`config.mk`:
```
export PLATFORM = sky130hd
export DESIGN_NAME = raster_timing
export DESIGN_NICKNAME = d
export VERILOG_FILES = /design/src/rtl/raster_timing.sv
export SDC_FILE = /design/constraint.sdc
export NUM_CORES = 1
export LEC_CHECK = 0
export CAP_MARGIN = 20
export CORE_MARGIN = 2
export CORE_UTILIZATION = 38
export CTS_CLUSTER_SIZE = 30
export DETAILED_ROUTE_END_ITERATION = 8
export GPL_TIMING_DRIVEN = 1
export SLEW_MARGIN = 20
export SYNTH_ARGS = -nofsm -noshare
export SYNTH_HDL_FRONTEND = slang
export SYNTH_SLANG_ARGS = --single-unit
```
`constraint.sdc`:
```
create_clock -name clk -period 7.85 [get_ports clk]
set_clock_uncertainty 0.05 [all_clocks]
set_input_delay 1.57 -clock clk [delete_from_list [all_inputs] [get_ports clk]]
set_output_delay 1.57 -clock clk [all_outputs]
set_load 0.02 [all_outputs]
```
`src/rtl/raster_timing.sv`:
```
module raster_timing #(
  parameter int FRAME_W = 16,
  parameter int BACK_PORCH = 54,
  parameter logic [9:0] FRAME_LINE = 10'h2A
) (
  input  logic               clk,
  input  logic               rst_n,
  input  logic               wr_en,
  input  logic [1:0]         wr_sel,
  input  logic [31:0]        wr_data,
  output logic [9:0]         line_cnt,
  output logic [9:0]         dot_cnt,
  output logic               field_odd,
  output logic               frame_end,
  output logic [FRAME_W-1:0] frame_count,
  output logic [13:0]        status
);

  logic [9:0] lines_m1, dots_m1, porch_q;
  logic [3:0] vs_lines;
  logic [6:0] hs_raw;
  logic       interlace;

  wire wr_size = wr_en && wr_sel == 2'd0;
  wire dot_last = dot_cnt == dots_m1;
  wire line_last = line_cnt == lines_m1;
  wire [9:0] line_inc = line_cnt + 10'd1;
  wire [9:0] new_last = wr_data[25:16];

  always_ff @(posedge clk) begin
    if (!rst_n) begin
      lines_m1 <= 10'h270;
      dots_m1  <= 10'h35F;
      vs_lines <= 4'h5;
      hs_raw   <= 7'h3F;
      interlace <= 1'b0;
      porch_q  <= '0;
    end else if (wr_en) begin
      case (wr_sel)
        2'd0: begin lines_m1 <= wr_data[25:16]; dots_m1 <= wr_data[9:0]; end
        2'd1: begin vs_lines <= wr_data[11:8]; hs_raw <= wr_data[6:0]; end
        2'd2: interlace <= wr_data[4];
        default: porch_q <= wr_data[9:0];
      endcase
    end
  end

  always_ff @(posedge clk) begin
    if (!rst_n) begin
      line_cnt <= '0;
      dot_cnt <= '0;
      field_odd <= 1'b0;
      frame_end <= 1'b0;
      frame_count <= '0;
    end else begin
      frame_end <= 1'b0;
      if (wr_size) begin
        dot_cnt <= '0;
        line_cnt <= (line_cnt > new_last) ? new_last : line_cnt;
      end else if (dot_last) begin
        dot_cnt <= '0;
        if (line_last) begin
          line_cnt <= '0;
          if (interlace) field_odd <= ~field_odd;
        end else begin
          line_cnt <= line_inc;
          if (line_inc == FRAME_LINE) begin
            frame_end <= 1'b1;
            frame_count <= frame_count + 1'b1;
          end
        end
      end else begin
        dot_cnt <= dot_cnt + 10'd1;
      end
    end
  end

  wire [11:0] dot_w    = {2'b00, dot_cnt};
  wire [11:0] hs_width = ({5'd0, hs_raw} + 12'd1) << 1;
  wire [11:0] fp_len   = {2'b00, porch_q} + 12'd1;
  wire [11:0] line_len = {2'b00, dots_m1} + 12'd1;
  wire        same_par = line_cnt[0] == field_odd;
  wire        past_vs  = line_cnt >= {6'd0, vs_lines};

  logic act, hs_off, vs_off;
  always_comb begin
    act = 1'b0;
    hs_off = 1'b0;
    vs_off = 1'b0;
    if (same_par) begin
      hs_off = dot_w > hs_width;
      if (past_vs) begin
        vs_off = 1'b1;
        act = dot_w > fp_len;
      end
    end else if (past_vs) begin
      hs_off = 1'b1;
      vs_off = 1'b1;
      act = (dot_w + 12'(BACK_PORCH)) < line_len;
    end else begin
      hs_off = 1'b1;
    end
  end

  assign status = {vs_off, hs_off, act, field_odd, line_cnt};

endmodule

```
==> metrics.cfg <==
[pwr]
power_switching_uw = 259
power_frac_clock_pct = 47.1
leakage_uw = 0.00259
pwr-share-comb_pct = 11.9
power.share.switching_pct = 24.8
p_seq_share_pct = 41.0
peakVddDrop_mv = 0.107
p_int_uw = 786
power.density_nw_per_um2 = 157

[cts]
post_cts_buffers = 0
path_clk_slew_ps = 70
cts_hold_buf = 0
clkLatencyLatePin_ps = 350
root_buffer = clkbuf_16
cts_resized = 0
cts_buffers = 9
cts_buffer_depth = 2
tritoncts = built
clkSinkCount = 80
h-tree-depth = 3

[synthesis]
syn-cell-area_um2 = 5510
syn_area_per_cell_um2 = 8.18
syn_inst = 674
synth_warnings = 0
synth_edf_count = 0
synthArstFlopShare_pct = 0
ys_seq_area_share_pct = 29.1
synth_nets = 763
ys.flop_type = dfxtp_1
synth_cell_types = 62
yosys_register_bits = 80

[timing]
max_slew_margin_pct = 42.0
setup_tns_ps = 0
whs_ps = 419
min_period_over_period_pct = 67.0
timing.final.max_slew_violations = 0
tightest_slew_ps = 866
max_freq_mhz = 190
fin_crit_ps = 5260
setup_violations = 0
hold_viol = 0
fin_ws_ps = 2590
rsz0062_at_grt = no

[global_route]
grt_overflow = 0
grt_usage_pct = 18.9
antenna_found_initial = 0
grt_max_degree = 54
grt_pass1_wl_um = 24000
grt_pass1_vias = 4758

[routing]
drc = 0
wire_per_inst_um = 15.9
num_vias = 4899
drt-initial-drc-count = 247
firstDrtPassIters = 4
wirelength_um = 14500
detail-route-antenna-nets = 0
avgViaCountPerCell = 5.38

[final_layout]
synthToLayoutAreaGrowth_pct = 20.7
fin_nets = 810
drive_gt1_share_pct = 6.75
diodes = 0
multiInputGateArea_um2 = 3540
fillCellCount = 1413
regArea_um2 = 1600
fin_area_um2 = 6650

[worst_setup_path]
arrival_ps = 3640
cp_max_fo = 7
cpLargestDelayFamily = compound AO/OA/AOI/OAI gates
critPathKind = reg2out
slowest_delay_ps = 650
crit_slowest_cell = clkdlybuf4s50_1
path_cells = inv_1, ha_1, o21ai_0, nand4_1, xnor2_1, ha_1, a21o_1, a211oi_1, o21ai_0, a21boi_0, clkdlybuf4s50_1
cp-start-kind = flip-flop
critical_path.endpoint_type = output pin
cp_data_required_time_ps = 6230
cp_num_buf_inv = 2

[floorplan]
die_w_um = 124
die-area_um2 = 15500
ios = 89
chipHeight_um = 124
fp-row-count = 44
core_um2 = 14400
start_util_pct = 38.4

[placement]
dp_slack_ps = 2960
dpl-instance-area_um2 = 6310
place.gp.congestion = 0.866
io_buffers = 78
hpwl_um = 10400

[min_path]
min_path_type = reg2reg

[outcome]
status = complete, no violations

[flow_run]
maxCapViolCount = 0

worst min-delay path: stages, from the launching register on:
cell,delay (ps)
dfxtp_1,320
nand2_1,50
a21oi_1,50
layout make-up:
class                           instances  area share [%]
Multi-Input combinational cell        515            53.2
Tap cell                              184            3.46
Sequential cell                        80            24.1
Timing Repair Buffer                   85            12.4
Inverter                               30            1.69
Clock buffer                           10            3.44
Clock inverter                          6            1.73
sequential cells by signal (all words and copies together), names as in the netlist:
| name | count |
|---|---|
| frame_count | 16 |
| dot_cnt | 10 |
| dots_m1 | 10 |
| line_cnt | 10 |
| lines_m1 | 10 |
| porch_q | 10 |
| hs_raw | 7 |
| vs_lines | 4 |
| field_odd | 1 |
| frame_end | 1 |
| interlace | 1 |
path summary, 6_finish.rpt:
| path | slack [ps] | endpoint | from | cells past startpoint |
|---|---|---|---|---|
| hold reg to reg | 420 | lines_m1[2] | lines_m1[2] | 2 |
| setup reg to reg | 4590 | frame_count[11] | line_cnt[0] | 8 |
| setup / recovery | 2590 | status[11] | dot_cnt[1] | 11 |
| hold / removal | 420 | lines_m1[2] | lines_m1[2] | 2 |
power by group through the flow:
stage / registers, uW / clock network, uW / logic [uW]
2_1_floorplan: 436 / 0 / 82.1
3_3_place_gp: 437 / 0 / 121
3_5_place_dp: 438 / 0 / 125
4_1_cts: 429 / 502 / 126
5_1_grt: 431 / 521 / 141
6_report: 429 / 492 / 124
cells by family after synthesis:
kind of cell / share of synthesized area (%)
buffers and inverters: 6.88
XOR/XNOR: 9.53
flip-flops: 29.1
AND/OR/NAND/NOR: 25.0
adder cells (fa/ha/maj): 11.8
multiplexers: 1.63
AO/OA/AOI/OAI: 16.1
cell usage after synthesis (13+ instances only):
cell,n,area (um^2)
nand3_1,51,255
nand2b_1,19,119
xnor2_1,28,245
ha_1,52,651
xor2_1,32,280
inv_1,29,109
nor2_1,30,113
nand4_1,13,81.3
nand2_1,111,417
dfxtp_1,80,1600
clkbuf_1,25,93.8
buf_4,16,120
a21oi_1,42,210
metal layers:
| layer | GRT usage, % | up-vias | wire length (um) |
|---|---|---|---|
| li1 | - | 2454 | - |
| met1 | 23.5 | 2319 | 6500 |
| met2 | 32.2 | 100 | 7110 |
| met3 | 3.99 | 26 | 576 |
| met4 | 7.07 | 0 | 306 |
| met5 | 0 | - | 0 |
through the flow:
step           util (%)  instances  total power, uW
5_1_grt            46.3        910             1090
2_1_floorplan         -        674              518
4_1_cts            46.3        910             1060
6_report           46.3        910             1050
3_5_place_dp       43.9        894              563
3_3_place_gp       43.9        894              559
cells in the final DEF (no fill, tap or decap), drive strengths merged, types with 3 or more instances in the layout:
cell / instances
and2: 3
a21o: 10
o211ai: 5
xnor2: 28
inv: 30
nand3: 53
nor2: 31
dfxtp: 80
mux2i: 9
o311ai: 7
nand2b: 19
xor2: 32
nor3: 9
ha: 52
nand2: 112
clkdlybuf4s50: 77
nor4: 8
and4: 3
buf: 8
a21oi: 42
nand4: 13
clkbuf: 10
o31ai: 6
bufinv: 3
and3: 9
o41ai: 8
nor2b: 6
o21ai: 17
a311oi: 3
No activity file was read; power rests on OpenSTA's default activity.
